<file path="src/rtl/clkgen_pkg.sv">
package clkgen_pkg;
  localparam int DIV_W    = 4;
  localparam int NARROW_W = 2;
  localparam int NUM_SUB  = 3;  // 0: AHB side, 1: flash interface, 2: I3C
  localparam int NUM_APB  = 3;

  localparam int OFS_CTRL  = 'h000;
  localparam int OFS_MLO   = 'h002;
  localparam int OFS_MHI   = 'h004;
  localparam int OFS_NVAL  = 'h006;
  localparam int OFS_PRESC = 'h008;
  localparam int OFS_BDIV0 = 'h010;
  localparam int OFS_BDIV1 = 'h012;
  localparam int OFS_BDIV2 = 'h014;
  localparam int OFS_BDIV3 = 'h01D;

  localparam int BIT_LOAD = 0;
  localparam int BIT_LOCK = 2;
  localparam int BIT_CHG  = 7;

  typedef struct packed {
    logic [DIV_W-1:0]              coreRatio;
    logic [NUM_SUB-1:0][DIV_W-1:0] subRatio;
    logic [NUM_APB-1:0][DIV_W-1:0] apbRatio;
  } divCfg_t;
endpackage

</file>
<file path="src/rtl/clkgen_regs.sv">
module clkgen_regs
  import clkgen_pkg::*;
#(
  parameter int ADDR_W        = 9,
  parameter int SETTLE_CYCLES = 64
) (
  input  logic              clk,
  input  logic              rstN,
  input  logic [ADDR_W-1:0] busAddr,
  input  logic [7:0]        busWdata,
  input  logic              busWe,
  output logic [7:0]        busRdata,
  output divCfg_t           divCfg
);
  localparam int CNT_W = $clog2(SETTLE_CYCLES + 1);

  logic selCtrl, selMlo, selMhi, selN, selPresc, selB0, selB1, selB2, selB3;
  assign selCtrl  = (busAddr == ADDR_W'(OFS_CTRL));
  assign selMlo   = (busAddr == ADDR_W'(OFS_MLO));
  assign selMhi   = (busAddr == ADDR_W'(OFS_MHI));
  assign selN     = (busAddr == ADDR_W'(OFS_NVAL));
  assign selPresc = (busAddr == ADDR_W'(OFS_PRESC));
  assign selB0    = (busAddr == ADDR_W'(OFS_BDIV0));
  assign selB1    = (busAddr == ADDR_W'(OFS_BDIV1));
  assign selB2    = (busAddr == ADDR_W'(OFS_BDIV2));
  assign selB3    = (busAddr == ADDR_W'(OFS_BDIV3));

  logic [7:0]          mLo, mHi, nVal, prescReg, busDiv0, spareByte;
  logic [NARROW_W-1:0] fiuRatio, i3cRatio;
  logic [DIV_W-1:0]    apb3Ratio;
  logic                loadPend, chgFlag, lockBit;
  logic [CNT_W-1:0]    settleCnt;
  logic                loadWr;

  assign loadWr = busWe && selCtrl && busWdata[BIT_LOAD];

  // Plain configuration storage
  always_ff @(posedge clk) begin
    if (!rstN) begin
      mLo <= '0; mHi <= '0; nVal <= '0; prescReg <= '0;
      busDiv0 <= '0; spareByte <= '0;
      fiuRatio <= '0; i3cRatio <= '0; apb3Ratio <= '0;
    end else if (busWe) begin
      if (selMlo)   mLo       <= busWdata;
      if (selMhi)   mHi       <= busWdata;
      if (selN)     nVal      <= busWdata;
      if (selPresc) prescReg  <= busWdata;
      if (selB0)    busDiv0   <= busWdata;
      if (selB3)    spareByte <= busWdata;
      if (selB1) begin
        fiuRatio <= busWdata[NARROW_W-1:0];
        i3cRatio <= busWdata[2*NARROW_W-1:NARROW_W];
      end
      if (selB2)    apb3Ratio <= busWdata[DIV_W-1:0];
    end
  end

  // Ratio load handshake with settle counter
  always_ff @(posedge clk) begin
    if (!rstN) begin
      loadPend  <= 1'b0;
      chgFlag   <= 1'b0;
      lockBit   <= 1'b0;
      settleCnt <= '0;
    end else begin
      loadPend <= loadWr;
      if (loadWr) begin
        chgFlag   <= 1'b1;
        lockBit   <= 1'b0;
        settleCnt <= CNT_W'(SETTLE_CYCLES - 1);
      end else if (chgFlag) begin
        if (settleCnt == '0) begin
          chgFlag <= 1'b0;
          lockBit <= 1'b1;
        end else begin
          settleCnt <= settleCnt - 1'b1;
        end
      end
    end
  end

  logic [7:0] ctrlView;
  always_comb begin
    ctrlView           = '0;
    ctrlView[BIT_LOAD] = loadPend;
    ctrlView[BIT_LOCK] = lockBit;
    ctrlView[BIT_CHG]  = chgFlag;
  end

  always_comb begin
    busRdata = '0;
    if (selCtrl)  busRdata = ctrlView;
    if (selMlo)   busRdata = mLo;
    if (selMhi)   busRdata = mHi;
    if (selN)     busRdata = nVal;
    if (selPresc) busRdata = prescReg;
    if (selB0)    busRdata = busDiv0;
    if (selB1)    busRdata = 8'({i3cRatio, fiuRatio});
    if (selB2)    busRdata = 8'(apb3Ratio);
    if (selB3)    busRdata = spareByte;
  end

  always_comb begin
    divCfg.coreRatio   = prescReg[7:4];
    divCfg.subRatio[0] = prescReg[3:0];
    divCfg.subRatio[1] = DIV_W'(fiuRatio);
    divCfg.subRatio[2] = DIV_W'(i3cRatio);
    divCfg.apbRatio[0] = busDiv0[3:0];
    divCfg.apbRatio[1] = busDiv0[7:4];
    divCfg.apbRatio[2] = apb3Ratio;
  end

  p_chg_on_load_r3: assert property (@(posedge clk) disable iff (!rstN)
    loadWr |=> (chgFlag && !lockBit));
  p_lock_on_done_r3: assert property (@(posedge clk) disable iff (!rstN)
    $fell(chgFlag) |-> lockBit);
  p_load_selfclr_r4: assert property (@(posedge clk) disable iff (!rstN)
    (loadPend && !loadWr) |=> !loadPend);
  p_status_hold_r5: assert property (@(posedge clk) disable iff (!rstN)
    (!loadWr && !chgFlag) |=> (!chgFlag && $stable(lockBit)));
endmodule

</file>
<file path="src/rtl/clkgen_divcell.sv">
module clkgen_divcell #(
  parameter int W = 4
) (
  input  logic         clk,
  input  logic         rstN,
  input  logic         srcEn,
  input  logic [W-1:0] ratio,
  output logic         tick
);
  logic [W-1:0] cnt;

  // The count restarts from the live field only at a terminal count,
  // so an interval in progress always completes at its old length.
  always_ff @(posedge clk) begin
    if (!rstN) cnt <= '0;
    else if (srcEn) cnt <= (cnt == '0) ? ratio : cnt - 1'b1;
  end

  assign tick = srcEn && (cnt == '0);
endmodule

</file>
<file path="src/rtl/clkgen_divs.sv">
module clkgen_divs
  import clkgen_pkg::*;
(
  input  logic               clk,
  input  logic               rstN,
  input  divCfg_t            divCfg,
  output logic               coreEn,
  output logic [NUM_SUB-1:0] subEn,
  output logic [NUM_APB-1:0] apbEn
);
  clkgen_divcell #(.W(DIV_W)) coreDiv_i (
    .clk(clk), .rstN(rstN), .srcEn(1'b1),
    .ratio(divCfg.coreRatio), .tick(coreEn)
  );

  for (genvar g = 0; g < NUM_SUB; g++) begin : g_sub
    clkgen_divcell #(.W(DIV_W)) subDiv_i (
      .clk(clk), .rstN(rstN), .srcEn(coreEn),
      .ratio(divCfg.subRatio[g]), .tick(subEn[g])
    );
    p_sub_gated_r7: assert property (@(posedge clk) disable iff (!rstN)
      subEn[g] |-> coreEn);
  end

  for (genvar g = 0; g < NUM_APB; g++) begin : g_apb
    clkgen_divcell #(.W(DIV_W)) apbDiv_i (
      .clk(clk), .rstN(rstN), .srcEn(1'b1),
      .ratio(divCfg.apbRatio[g]), .tick(apbEn[g])
    );
  end
endmodule

</file>
<file path="src/rtl/clk_ratio_ctrl.sv">
module clk_ratio_ctrl
  import clkgen_pkg::*;
#(
  parameter int ADDR_W        = 9,
  parameter int SETTLE_CYCLES = 64
) (
  input  logic              clk,
  input  logic              rstN,
  input  logic [ADDR_W-1:0] busAddr,
  input  logic [7:0]        busWdata,
  input  logic              busWe,
  output logic [7:0]        busRdata,
  output logic              coreEn,
  output logic              ahbEn,
  output logic              fiuEn,
  output logic              i3cEn,
  output logic              apb1En,
  output logic              apb2En,
  output logic              apb3En
);
  divCfg_t            divCfg;
  logic [NUM_SUB-1:0] subEn;
  logic [NUM_APB-1:0] apbEn;

  clkgen_regs #(.ADDR_W(ADDR_W), .SETTLE_CYCLES(SETTLE_CYCLES)) regs_i (
    .clk(clk), .rstN(rstN), .busAddr(busAddr), .busWdata(busWdata),
    .busWe(busWe), .busRdata(busRdata), .divCfg(divCfg)
  );

  clkgen_divs divs_i (
    .clk(clk), .rstN(rstN), .divCfg(divCfg),
    .coreEn(coreEn), .subEn(subEn), .apbEn(apbEn)
  );

  assign ahbEn  = subEn[0];
  assign fiuEn  = subEn[1];
  assign i3cEn  = subEn[2];
  assign apb1En = apbEn[0];
  assign apb2En = apbEn[1];
  assign apb3En = apbEn[2];
endmodule

</file>
<file path="config.mk">
export PLATFORM = sky130hd
export DESIGN_NAME = clk_ratio_ctrl
export DESIGN_NICKNAME = d
export VERILOG_FILES = /design/src/rtl/clkgen_pkg.sv /design/src/rtl/clkgen_regs.sv /design/src/rtl/clkgen_divcell.sv /design/src/rtl/clkgen_divs.sv /design/src/rtl/clk_ratio_ctrl.sv
export SDC_FILE = /design/constraint.sdc
export NUM_CORES = 1
export LEC_CHECK = 0
export ABC_AREA = 1
export CORE_MARGIN = 2
export CORE_UTILIZATION = 47
export CTS_BUF_LIST = sky130_fd_sc_hd__clkbuf_16
export CTS_CLUSTER_SIZE = 8
export DETAILED_ROUTE_END_ITERATION = 8
export GPL_TIMING_DRIVEN = 0
export PLACE_DENSITY = 0.66
export SLEW_MARGIN = 20
export SYNTH_ARGS = -nofsm -noshare
export SYNTH_HDL_FRONTEND = slang
export SYNTH_HIERARCHICAL = 1
export SYNTH_SLANG_ARGS = --single-unit
</file>
<file path="constraint.sdc">
create_clock -name clk -period 7.8 [get_ports clk]
set_clock_uncertainty 0.2 [all_clocks]
set_input_delay 2.34 -clock clk [delete_from_list [all_inputs] [get_ports clk]]
set_output_delay 2.34 -clock clk [all_outputs]
set_load 0.05 [all_outputs]
</file>
[Word level (Yosys, flattened, before mapping)]
Cells that the tools add are included.
W data, S select, Z words.
Operators by class
  add/sub/neg operators: 8
  eq/ne operators: 9
  multiplexer cells: 22
  bitwise operators: 2
  reductions and logical operators: 27
Operator list (number)
  $mux W8: 9
  $eq A9 B5 Y1 const B: 4
  $logic_not A4 Y1: 7
  $mux W4: 7
  $sub A4 B1 Y4 const B: 7
  $reduce_and A2 Y1: 11
  $eq A9 B3 Y1 const B: 2
  $mux W6: 3
  $eq A9 B2 Y1 const B: 1
  $eq A9 B4 Y1 const B: 1
  $logic_not A9 Y1: 1
  $logic_not A7 Y1: 1
  $sub A7 B1 Y7 const B: 1
  $logic_and A1 B1 Y1: 5
  $mux W1: 3
  $ne A2 B1 Y1 const B: 1
  $not A1 Y1: 2
  $reduce_bool A2 Y1: 1
  $reduce_or A2 Y1: 1
Word-level totals
  register bits after elaboration: 94
  input port bits: 20
  output and inout port bits: 15
  word-level logic and storage cells: 89

[Depth between registers and ports, before layout]
Gate-level depths: netlist of the first run.
  depth after elaboration: 10
  gate-level depth with buffers: 11
  mapped depth without buffers: 11

[Cells and area by module]
The synthesis of the first run kept the hierarchy.
By module, submodules not included
  clkgen_regs: times used 1, cells an instance 445, area an instance 3211.8 um^2, seq. area each 1321.3 um^2
  clkgen_divcell: times used 7, cells an instance 40, area an instance 252.7 um^2, seq. area each 80.1 um^2
  clkgen_divs: times used 1, cells an instance 1, area an instance 3.8 um^2, seq. area each 0.0 um^2

[Least setup slack after synthesis of the first run]
OpenSTA, ideal clock, no wires.
  path type: input to output
  from: input port busAddr[8]
  to: output port busRdata[4]
  arrival time: 3.585 ns
  data required time: 5.260 ns
  slack: 1.675 ns
  cell stages on the path: 10
  path buffers: 1
  cell sequence: inv_2 -> nand3_1 -> nor2_4 -> inv_2 -> nor2_4 -> buf_6 -> nand2_1 -> nand3_1 -> nand2_1 -> nand2_1
Between the ends
  word-level cells in the longest chain between the ends: 9
  elaborated cells on any way between the ends: 16
  classes of those cells: 8 x eq/ne; 8 x mux
Ends and longest elaborated chain
  from (decl): RTL line clk_ratio_ctrl.sv:9  | input logic [ADDR_W-1:0] busAddr,
  $eq A9 B2 Y1: RTL line clkgen_regs.sv:19  | assign selMlo = (busAddr == ADDR_W'(OFS_MLO));
  $mux W8: RTL line clkgen_regs.sv:93  | if (selMlo) busRdata = mLo;
  $mux W8: RTL line clkgen_regs.sv:94  | if (selMhi) busRdata = mHi;
  $mux W8: RTL line clkgen_regs.sv:95  | if (selN) busRdata = nVal;
  $mux W8: RTL line clkgen_regs.sv:96  | if (selPresc) busRdata = prescReg;
  $mux W8: RTL line clkgen_regs.sv:97  | if (selB0) busRdata = busDiv0;
  $mux W8: RTL line clkgen_regs.sv:98  | if (selB1) busRdata = 8'({i3cRatio, fiuRatio});
  $mux W8: RTL line clkgen_regs.sv:99  | if (selB2) busRdata = 8'(apb3Ratio);
  $mux W8 (*): RTL line clkgen_regs.sv:100  | if (selB3) busRdata = spareByte;
  to (decl): RTL line clk_ratio_ctrl.sv:12  | output logic [7:0] busRdata,
Mark *: on every way between the ends. The rest lies on a longest branch, timed or not.

[Worst setup path after layout of the first run]
  from: input port busAddr[8]
  to: output port busRdata[0]
Between the ends
  word-level cells in the longest chain between the ends: 10
  elaborated cells on any way between the ends: 18
  classes of those cells: 8 x eq/ne; 9 x mux; 1 x reduce/logical
Ends and longest elaborated chain
  $logic_not A9 Y1: RTL line clkgen_regs.sv:18  | assign selCtrl = (busAddr == ADDR_W'(OFS_CTRL));
  $mux W8: RTL line clkgen_regs.sv:92  | if (selCtrl) busRdata = ctrlView;
  $mux W8: RTL line clkgen_regs.sv:93
  $mux W8: RTL line clkgen_regs.sv:94
  $mux W8: RTL line clkgen_regs.sv:95
  $mux W8: RTL line clkgen_regs.sv:96
  $mux W8: RTL line clkgen_regs.sv:97
  $mux W8: RTL line clkgen_regs.sv:98
  $mux W8: RTL line clkgen_regs.sv:99
  $mux W8 (*): RTL line clkgen_regs.sv:100
Marks and branches as above.

==> impl_metrics.env, run 1 <==
export IMPL_status="finished clean"
export IMPL_synth_xor_area_share=0.00527
export IMPL_rrSetupSlack_ns=5.69
export IMPL_place_gp_congestion=0.855
export IMPL_maxSlewViolCount=0
export IMPL_p_leak_nw=2.55
export IMPL_synth_cell_types=35
export IMPL_drtAntennaViolNets=0
export IMPL_synth_mux_area_fraction=0
export IMPL_startpoint_type="input pin"
export IMPL_start_util=0.483
export IMPL_clk_latency_ns=0.34
export IMPL_postCtsResizedCells=0
export IMPL_min_period_over_period=0.942
export IMPL_synth_top_area_share=0.378
export IMPL_clk_path_buf_depth=2
export IMPL_worstReg2RegEnd="divs_i/g_sub[2].subDiv_i/cnt[2]$_SDFFE_PN0P_"
export IMPL_r2r_start="divs_i/coreDiv_i/cnt[0]$_SDFFE_PN0P_"
export IMPL_fp_dieW_um=107
export IMPL_dieHeight_um=107
export IMPL_synth_adder_area_share=0.0226
export IMPL_grt_usage=0.227
export IMPL_antenna_cells=0
export IMPL_cts_buffers=9
export IMPL_synth_top_family_by_area="simple AND/OR/NAND/NOR gates"
export IMPL_fill_cells=1010
export IMPL_vdd_ir_drop_max_mv=0.0941
export IMPL_grt_pass1_wl_um=20500
export IMPL_syn_to_final_growth_pct=17.0
export IMPL_fp_dieArea_um2=11400
export IMPL_vias_per_cell=5.08
export IMPL_grt_pass1_vias=4457
export IMPL_io_pins=35
export IMPL_syn_area_per_cell_um2=6.87
export IMPL_initialDrtViolationCount=305
export IMPL_crit_path_max_fanout=8
export IMPL_multiInputGateArea_um2=2540
export IMPL_design_core_area_um2=10300
export IMPL_hold_ws_ns=0.247
export IMPL_hold_buffers=0
export IMPL_ff2ff_path_depth=8
export IMPL_ys_seq_area_frac=0.378
export IMPL_synth_area_top_cells="dfxtp_1 (38%), nand2_1 (10%), inv_1 (9.4%), a21oi_1 (9.0%), nand3_1 (6.7%)"
export IMPL_cts_root_buf="clkbuf_16"
export IMPL_setup_ws_ns=0.453
export IMPL_power_density_nw_per_um2=187
export IMPL_finalNetCount=821
export IMPL_crit_start="busAddr[8]"
export IMPL_grt_overflow=0
export IMPL_synth_simple_gate_area_frac=0.280
export IMPL_ys_warn_count=6
export IMPL_relSlewSlack=0.512
export IMPL_synth_compound_area_frac=0.183
export IMPL_crit_path_end="busRdata[0]"
export IMPL_crit_required_ns=5.26
export IMPL_synth_cells=726
export IMPL_antenna_found_initial=0
export IMPL_crit_type="input pin to output pin"
export IMPL_finalSetupViolCount=0
export IMPL_cts_tree="yes"
export IMPL_worst_pin_slew_ns=0.725
export IMPL_clk_pin_slew_ns=0.06
export IMPL_rsz0062_at_grt="false"
export IMPL_routed_wl_um=12000
export IMPL_drive_gt1_frac=0.100
export IMPL_synth_seq_cells=94
export IMPL_power_mw=1.09
export IMPL_maxCapViolations=0
export IMPL_setup_tns_ns=0
export IMPL_drc=0
export IMPL_cts_max_level=3
export IMPL_postLayoutCoreUtil=0.565
export IMPL_post_cts_setup_buffers=0
export IMPL_rows=37
export IMPL_synthesis_area_um2=4980
export IMPL_hold_class="register to register"
export IMPL_hpwl_um=9350
export IMPL_cp_end_kind="output pin"
export IMPL_port_buffers=33
export IMPL_drtPass1Iterations=6
export IMPL_max_freq_ghz=0.136
export IMPL_final_seq_area_um2=1880
export IMPL_crit_arrival_ns=4.81
export IMPL_clock_sinks=94
export IMPL_yosysTopAreaCell="dfxtp_1"
export IMPL_wl_per_cell_um=12.9
export IMPL_pre_cts_ws_ns=0.431
export IMPL_grt_max_degree=18
export IMPL_vias=4737
export IMPL_layout_min_cycle_time_ns=7.35
export IMPL_finalHoldViolCount=0
[Yosys cell counts, drive strengths merged]
library cell and instances:
a211oi 3, o21ai 71, nand3 76, or2 2, clkinv 4, inv 137
nand4 10, conb 2, a31oi 8, clkbuf 6, nand2 140, nor4 1
dfxtp 94, nor2 48, xor2 3, buf 11, nor3 9, ha 9
a21oi 92
[metal layers]
layer	GRT usage	wire [um]	vias up
met3	0.0407	548	9
met4	0.0677	121	0
met5	0	0	-
li1	-	-	2451
met1	0.292	5570	2168
met2	0.388	5770	109
[cell usage in the layout (no fill, tap or decap), drive strengths merged, types with 2 or more instances in the layout]
cell           count
clkbuf            15
o21ai             71
xor2               3
inv              140
clkinvlp           2
nand3             76
nand4             10
a21oi             92
dfxtp             94
a31oi              8
nand2            140
clkdlybuf4s50     33
ha                 9
nor2              48
nor3               9
a211oi             3
conb              24
buf               11
clkinv             6
or2                2
[kinds of logic (layout without fill, tap and decap cells)]
kind of cell | count (synthesis) | count (layout)
compound gates | 174 | 174
xor+xnor | 3 | 3
fa+ha+maj | 9 | 9
buf+inv | 158 | 207
flops | 94 | 94
other cells | 2 | 24
simple gates | 286 | 286
[power by group]
| part | total, mW | internal, mW | switching, mW |
|---|---|---|---|
| registers | 0.504 | 0.494 | 0.00995 |
| clock network | 0.393 | 0.211 | 0.182 |
| logic | 0.192 | 0.0668 | 0.126 |
| total | 1.09 | 0.772 | 0.317 |
[sequential cells by signal, indices dropped and copies added, names as in the netlist]
| signal | flops |
|---|---|
| divs_i/coreDiv_i/cnt | 4 |
| divs_i/g_apb.apbDiv_i/cnt | 12 |
| divs_i/g_sub.subDiv_i/cnt | 12 |
| regs_i/apb3Ratio | 4 |
| regs_i/busDiv0 | 8 |
| regs_i/chgFlag | 1 |
| regs_i/fiuRatio | 2 |
| regs_i/i3cRatio | 2 |
| regs_i/loadPend | 1 |
| regs_i/lockBit | 1 |
| regs_i/mHi | 8 |
| regs_i/mLo | 8 |
| regs_i/nVal | 8 |
| regs_i/prescReg | 8 |
| regs_i/settleCnt | 7 |
| regs_i/spareByte | 8 |
[cell type report]
class | count | area share
Tap cell | 136 | 0.0292
Buffer | 17 | 0.0193
Clock buffer | 9 | 0.0386
Sequential cell | 94 | 0.323
Timing Repair Buffer | 33 | 0.0567
Clock inverter | 7 | 0.00601
Multi-Input combinational cell | 496 | 0.436
Inverter | 141 | 0.0914
[metrics by stage]
step,instances,area [um^2]
after floorplan,748,5070
after detailed placement,917,5570
after CTS,933,5830
after global placement,917,5570
after global routing,933,5830
final,933,5830
[worst min-delay path by stage]
stage                                     start                               end  slack (ns)  cells after the start
6_report       regs_i/spareByte[4]$_SDFFE_PN0P_  regs_i/spareByte[4]$_SDFFE_PN0P_        0.25                      2
5_1_grt              regs_i/mHi[6]$_SDFFE_PN0P_        regs_i/mHi[6]$_SDFFE_PN0P_        0.26                      2
4_1_cts        regs_i/spareByte[0]$_SDFFE_PN0P_  regs_i/spareByte[0]$_SDFFE_PN0P_        0.25                      2
3_5_place_dp   regs_i/spareByte[0]$_SDFFE_PN0P_  regs_i/spareByte[0]$_SDFFE_PN0P_        0.24                      2
3_3_place_gp         regs_i/mHi[6]$_SDFFE_PN0P_        regs_i/mHi[6]$_SDFFE_PN0P_        0.23                      2
2_1_floorplan        regs_i/mHi[6]$_SDFFE_PN0P_        regs_i/mHi[6]$_SDFFE_PN0P_        0.22                      2
[critical path: stages]
cell	delay (ns)
clkdlybuf4s50_1	0.47
inv_2	0.15
nand3_1	0.19
nor2_4	0.20
inv_2	0.06
nor2_4	0.18
nand2_1	0.12
nand3_1	0.13
nand2_1	0.07
nand4_1	0.09
clkdlybuf4s50_1	0.82
Power figures use the tool's default switching activity.
==> run 2: changes to the inputs <==
- CORE_ASPECT_RATIO: not set -> 2
- CORE_UTILIZATION: 47 -> 64
- PLACE_DENSITY: 0.66 -> 0.86
==> impl_metrics.env, run 2 (synthesized netlist as in run 1, its figures left out) <==
export IMPL_drtPass1Iterations=6
export IMPL_p_leak_nw=2.54
export IMPL_antenna_found_initial=0
export IMPL_grt_usage=0.323
export IMPL_fp_dieArea_um2=8550
export IMPL_setup_ws_ns=0.369
export IMPL_r2r_start="divs_i/coreDiv_i/cnt[0]$_SDFFE_PN0P_"
export IMPL_antenna_cells=0
export IMPL_pre_cts_ws_ns=0.403
export IMPL_cts_max_level=3
export IMPL_rows=45
export IMPL_hold_ws_ns=0.248
export IMPL_crit_start="busAddr[8]"
export IMPL_mostFrequentLayoutCells="nand2_1 (135), inv_1 (125), dfxtp_1 (94)"
export IMPL_mostFrequentLayoutCell="nand2_1"
export IMPL_grt_max_degree=18
export IMPL_min_period_over_period=0.953
export IMPL_status="finished clean"
export IMPL_maxSlewViolCount=0
export IMPL_fp_dieW_um=66.4
export IMPL_crit_path_end="busRdata[5]"
export IMPL_power_mw=1.10
export IMPL_max_freq_ghz=0.135
export IMPL_grt_overflow=0
export IMPL_startpoint_type="input pin"
export IMPL_io_pins=35
export IMPL_drive_gt1_frac=0.104
export IMPL_ff2ff_path_depth=8
export IMPL_setup_tns_ns=0
export IMPL_cts_root_buf="clkbuf_16"
export IMPL_place_gp_congestion=0.963
export IMPL_design_core_area_um2=7600
export IMPL_cts_buffers=9
export IMPL_cts_tree="yes"
export IMPL_postCtsResizedCells=0
export IMPL_hpwl_um=9830
export IMPL_finalSetupViolCount=0
export IMPL_hold_class="register to register"
export IMPL_start_util=0.656
export IMPL_layout_min_cycle_time_ns=7.43
export IMPL_worstReg2RegEnd="divs_i/g_sub[0].subDiv_i/cnt[2]$_SDFFE_PN0P_"
export IMPL_min_delay_path_depth=2
export IMPL_worst_pin_slew_ns=0.721
export IMPL_rsz0062_at_grt="false"
export IMPL_post_cts_setup_buffers=0
export IMPL_hold_buffers=0
export IMPL_crit_arrival_ns=4.89
export IMPL_finalHoldViolCount=0
export IMPL_port_buffers=33
export IMPL_clk_latency_ns=0.34
export IMPL_initialDrtViolationCount=344
export IMPL_vias_per_cell=5.57
export IMPL_placed_cell_area_um2=5520
export IMPL_clk_path_buf_depth=2
export IMPL_reg_top3="divs_i/g_apb.apbDiv_i/cnt: 12 flops, divs_i/g_sub.subDiv_i/cnt: 12 flops"
export IMPL_finalNetCount=821
export IMPL_drtAntennaViolNets=0
export IMPL_grt_pass1_wl_um=21400
export IMPL_crit_type="input pin to output pin"
export IMPL_maxCapViolations=0
export IMPL_rrSetupSlack_ns=5.60
export IMPL_drc=0
export IMPL_wl_per_cell_um=14.4
export IMPL_relSlewSlack=0.519
export IMPL_crit_required_ns=5.26
export IMPL_finalInstanceArea_um2=5790
export IMPL_clk_pin_slew_ns=0.06
export IMPL_crit_path_max_fanout=10
export IMPL_grt_pass1_vias=4955
export IMPL_postLayoutCoreUtil=0.762
export IMPL_power_density_nw_per_um2=191
export IMPL_clock_sinks=94
export IMPL_routed_wl_um=12800
export IMPL_cp_end_kind="output pin"
export IMPL_vias=4961
export IMPL_syn_to_final_growth_pct=16.2
export IMPL_dieHeight_um=129
export IMPL_vdd_ir_drop_max_mv=0.184
export IMPL_fin_cells=891
export IMPL_place_inst=875
## run 2: cell count changes in the layout (fill, tap and decap cells not counted)
cell / change
clkinv_4: +2
inv_1: -3
inv_6: +1
## run 2: area by class of cell
cell class / count / area (um^2)
buffer: 17 / 113
clock buffer: 9 / 225
clock inverter: 7 / 50.0
fill: 615 / 1810
inverter: 141 / 533
multi-input combinational: 496 / 2540
sequential: 94 / 1880
tap: 94 / 118
timing repair buffer: 33 / 330
## run 2: metal layers
metal | vias to the layer above | share of wire | routed length, um | global-route usage
met4 | 0 | 0.064 | 816 | 0.208
met5 | - | 0 | 0 | 0
met1 | 2255 | 0.35 | 4560 | 0.319
met2 | 186 | 0.54 | 6890 | 0.584
met3 | 62 | 0.046 | 588 | 0.0726
li1 | 2458 | - | - | -
## run 2: worst min-delay path by stage
stage | startpoint | slack, ns | to
floorplan | regs_i/mHi[6]$_SDFFE_PN0P_ | 0.22 | regs_i/mHi[6]$_SDFFE_PN0P_
global placement | regs_i/spareByte[1]$_SDFFE_PN0P_ | 0.23 | regs_i/spareByte[1]$_SDFFE_PN0P_
detailed placement | regs_i/spareByte[2]$_SDFFE_PN0P_ | 0.24 | regs_i/spareByte[2]$_SDFFE_PN0P_
CTS | regs_i/spareByte[2]$_SDFFE_PN0P_ | 0.25 | regs_i/spareByte[2]$_SDFFE_PN0P_
global route | regs_i/mHi[1]$_SDFFE_PN0P_ | 0.27 | regs_i/mHi[1]$_SDFFE_PN0P_
finish | regs_i/spareByte[2]$_SDFFE_PN0P_ | 0.25 | regs_i/spareByte[2]$_SDFFE_PN0P_
## run 2: worst max-delay path: stages
cell,delay (ns)
clkdlybuf4s50_1,0.48
inv_2,0.17
nand3_1,0.21
nor2_4,0.21
inv_2,0.06
nor2_4,0.18
buf_6,0.17
nand2_1,0.06
nand3_1,0.10
nand2_1,0.05
nand2_1,0.05
clkdlybuf4s50_1,0.80
## run 2: power by group
part | switching, mW | internal (mW)
clock network | 0.187 | 0.216
registers | 0.0107 | 0.494
logic | 0.130 | 0.0670
total | 0.327 | 0.778
==> run 3: changes to the inputs <==
- SETUP_SLACK_MARGIN: not set -> 0.3
==> impl_metrics.env, run 3 (synthesized netlist as in run 1, its figures left out) <==
export IMPL_worstReg2RegEnd="divs_i/g_sub[0].subDiv_i/cnt[2]$_SDFFE_PN0P_"
export IMPL_hold_class="register to register"
export IMPL_startpoint_type="input pin"
export IMPL_grt_pass1_vias=4955
export IMPL_slowest_stage="clkdlybuf4s50_1"
export IMPL_status="finished clean"
export IMPL_crit_arrival_ns=4.87
export IMPL_power_internal_uw=778
export IMPL_mostFrequentLayoutCell="nand2_1"
export IMPL_cts_max_level=3
export IMPL_r2r_start="divs_i/coreDiv_i/cnt[0]$_SDFFE_PN0P_"
export IMPL_drive_gt1_frac=0.104
export IMPL_crit_start="busAddr[8]"
export IMPL_placed_cell_area_um2=5520
export IMPL_cts_tree="yes"
export IMPL_clk_pin_slew_ns=0.06
export IMPL_path_cells="clkdlybuf4s50_1 > inv_2 > nand3_1 > nor2_4 > inv_2 > nor2_4 > nand2_1 > nand3_1 > nand2_1 > nand4_1 > clkdlybuf4s50_1"
export IMPL_cts_root_buf="clkbuf_16"
export IMPL_drtPass1Iterations=7
export IMPL_crit_required_ns=5.26
export IMPL_switching_power_uw=329
export IMPL_postCtsResizedCells=0
export IMPL_vdd_ir_drop_max_mv=0.185
export IMPL_rsz0062_at_grt="false"
export IMPL_finalSetupViolCount=0
export IMPL_final_seq_area_um2=1880
export IMPL_finalNetCount=821
export IMPL_cp_end_kind="output pin"
export IMPL_vias=4984
export IMPL_pre_cts_ws_ns=0.403
export IMPL_start_util=0.656
export IMPL_min_period_over_period=0.950
export IMPL_crit_type="input pin to output pin"
export IMPL_fp_dieW_um=66.4
export IMPL_p_sw_frac=0.297
export IMPL_hold_buffers=0
export IMPL_setup_tns_ns=0
export IMPL_power_density_nw_per_um2=191
export IMPL_p_leak_nw=2.62
export IMPL_drtAntennaViolNets=0
export IMPL_crit_path_end="busRdata[2]"
export IMPL_cts_buffers=9
export IMPL_port_buffers=33
export IMPL_post_cts_setup_buffers=0
export IMPL_grt_pass1_wl_um=21400
export IMPL_io_pins=35
export IMPL_reg_top3="divs_i/g_apb.apbDiv_i/cnt: 12 flops, divs_i/g_sub.subDiv_i/cnt: 12 flops"
export IMPL_combPwrFrac=0.178
export IMPL_setup_ws_ns=0.392
export IMPL_layout_min_cycle_time_ns=7.41
export IMPL_maxCapViolations=0
export IMPL_finalInstanceArea_um2=5800
export IMPL_clock_sinks=94
export IMPL_drc=0
export IMPL_dieHeight_um=129
export IMPL_clockPowerShare=0.366
export IMPL_vias_per_cell=5.59
export IMPL_routed_wl_um=12900
export IMPL_ff2ff_path_depth=8
export IMPL_worst_pin_slew_ns=0.721
export IMPL_maxSlewViolCount=0
export IMPL_fp_dieArea_um2=8550
export IMPL_grt_overflow=0
export IMPL_postLayoutCoreUtil=0.763
export IMPL_grt_max_degree=18
export IMPL_syn_to_final_growth_pct=16.4
export IMPL_wl_per_cell_um=14.5
export IMPL_max_stage_delay_ns=0.81
export IMPL_relSlewSlack=0.519
export IMPL_place_gp_congestion=0.963
export IMPL_antenna_found_initial=0
export IMPL_max_freq_ghz=0.135
export IMPL_rows=45
export IMPL_crit_path_max_fanout=8
export IMPL_fill_cells=612
export IMPL_initialDrtViolationCount=373
export IMPL_design_core_area_um2=7600
export IMPL_finalHoldViolCount=0
export IMPL_rrSetupSlack_ns=5.60
export IMPL_grt_usage=0.323
export IMPL_seqPwrFrac=0.456
export IMPL_hpwl_um=9830
export IMPL_clk_latency_ns=0.35
export IMPL_multiInputGateArea_um2=2540
export IMPL_mostFrequentLayoutCells="nand2_1 (135), inv_1 (125), dfxtp_1 (94)"
export IMPL_clk_path_buf_depth=2
export IMPL_antenna_cells=0
run 3: cell types whose count changed in the layout (fill, tap and decap cells not counted), sizes merged:
cell,before,now
dlymetal6s2s,0,4
clkdlybuf4s50,33,29
run 3: worst min-delay path by stage:
stage,startpoint,slack (ns),depth (start not counted),end
floorplan,regs_i/mHi[6]$_SDFFE_PN0P_,0.22,2,regs_i/mHi[6]$_SDFFE_PN0P_
global placement,regs_i/spareByte[1]$_SDFFE_PN0P_,0.23,2,regs_i/spareByte[1]$_SDFFE_PN0P_
detailed placement,regs_i/spareByte[2]$_SDFFE_PN0P_,0.24,2,regs_i/spareByte[2]$_SDFFE_PN0P_
CTS,regs_i/spareByte[2]$_SDFFE_PN0P_,0.25,2,regs_i/spareByte[2]$_SDFFE_PN0P_
global route,regs_i/mHi[1]$_SDFFE_PN0P_,0.27,2,regs_i/mHi[1]$_SDFFE_PN0P_
finish,regs_i/mHi[1]$_SDFFE_PN0P_,0.25,2,regs_i/mHi[1]$_SDFFE_PN0P_
run 3: cell type report:
| class | count | share of cell area |
|---|---|---|
| multi-input combinational | 496 | 0.438 |
| buffer | 17 | 0.0194 |
| sequential | 94 | 0.324 |
| clock buffer | 9 | 0.0388 |
| timing repair buffer | 33 | 0.0586 |
| inverter | 141 | 0.0918 |
| tap | 94 | 0.0203 |
| clock inverter | 7 | 0.00862 |
run 3: through the flow:
stage | power (mW) | hold WS [ns] | instances
5_1_grt | 1.16 | 0.268 | 891
3_3_place_gp | 0.698 | 0.232 | 875
2_1_floorplan | 0.653 | 0.221 | 748
3_5_place_dp | 0.708 | 0.236 | 875
6_report | 1.11 | 0.248 | 891
4_1_cts | 1.11 | 0.245 | 891
run 3: worst max-delay path: cells and delay by family:
kind                   cells  cell delay [ns]
buffers and inverters      4             1.51
AND/OR/NAND/NOR            7             1.01
run 3: metal layers:
| layer | vias to the layer above | global-route usage | part of all wire |
|---|---|---|---|
| met5 | - | 0 | 0 |
| met4 | 0 | 0.208 | 0.064 |
| met3 | 68 | 0.0726 | 0.045 |
| met2 | 190 | 0.584 | 0.53 |
| met1 | 2268 | 0.319 | 0.36 |
| li1 | 2458 | - | - |
run 3: power groups by stage:
stage / clock, mW / combinational (mW) / sequential [mW]
after detailed placement: 0 / 0.192 / 0.515
final: 0.405 / 0.197 / 0.505
after floorplan: 0 / 0.140 / 0.513
after global routing: 0.431 / 0.219 / 0.507
after CTS: 0.408 / 0.195 / 0.505
after global placement: 0 / 0.184 / 0.515
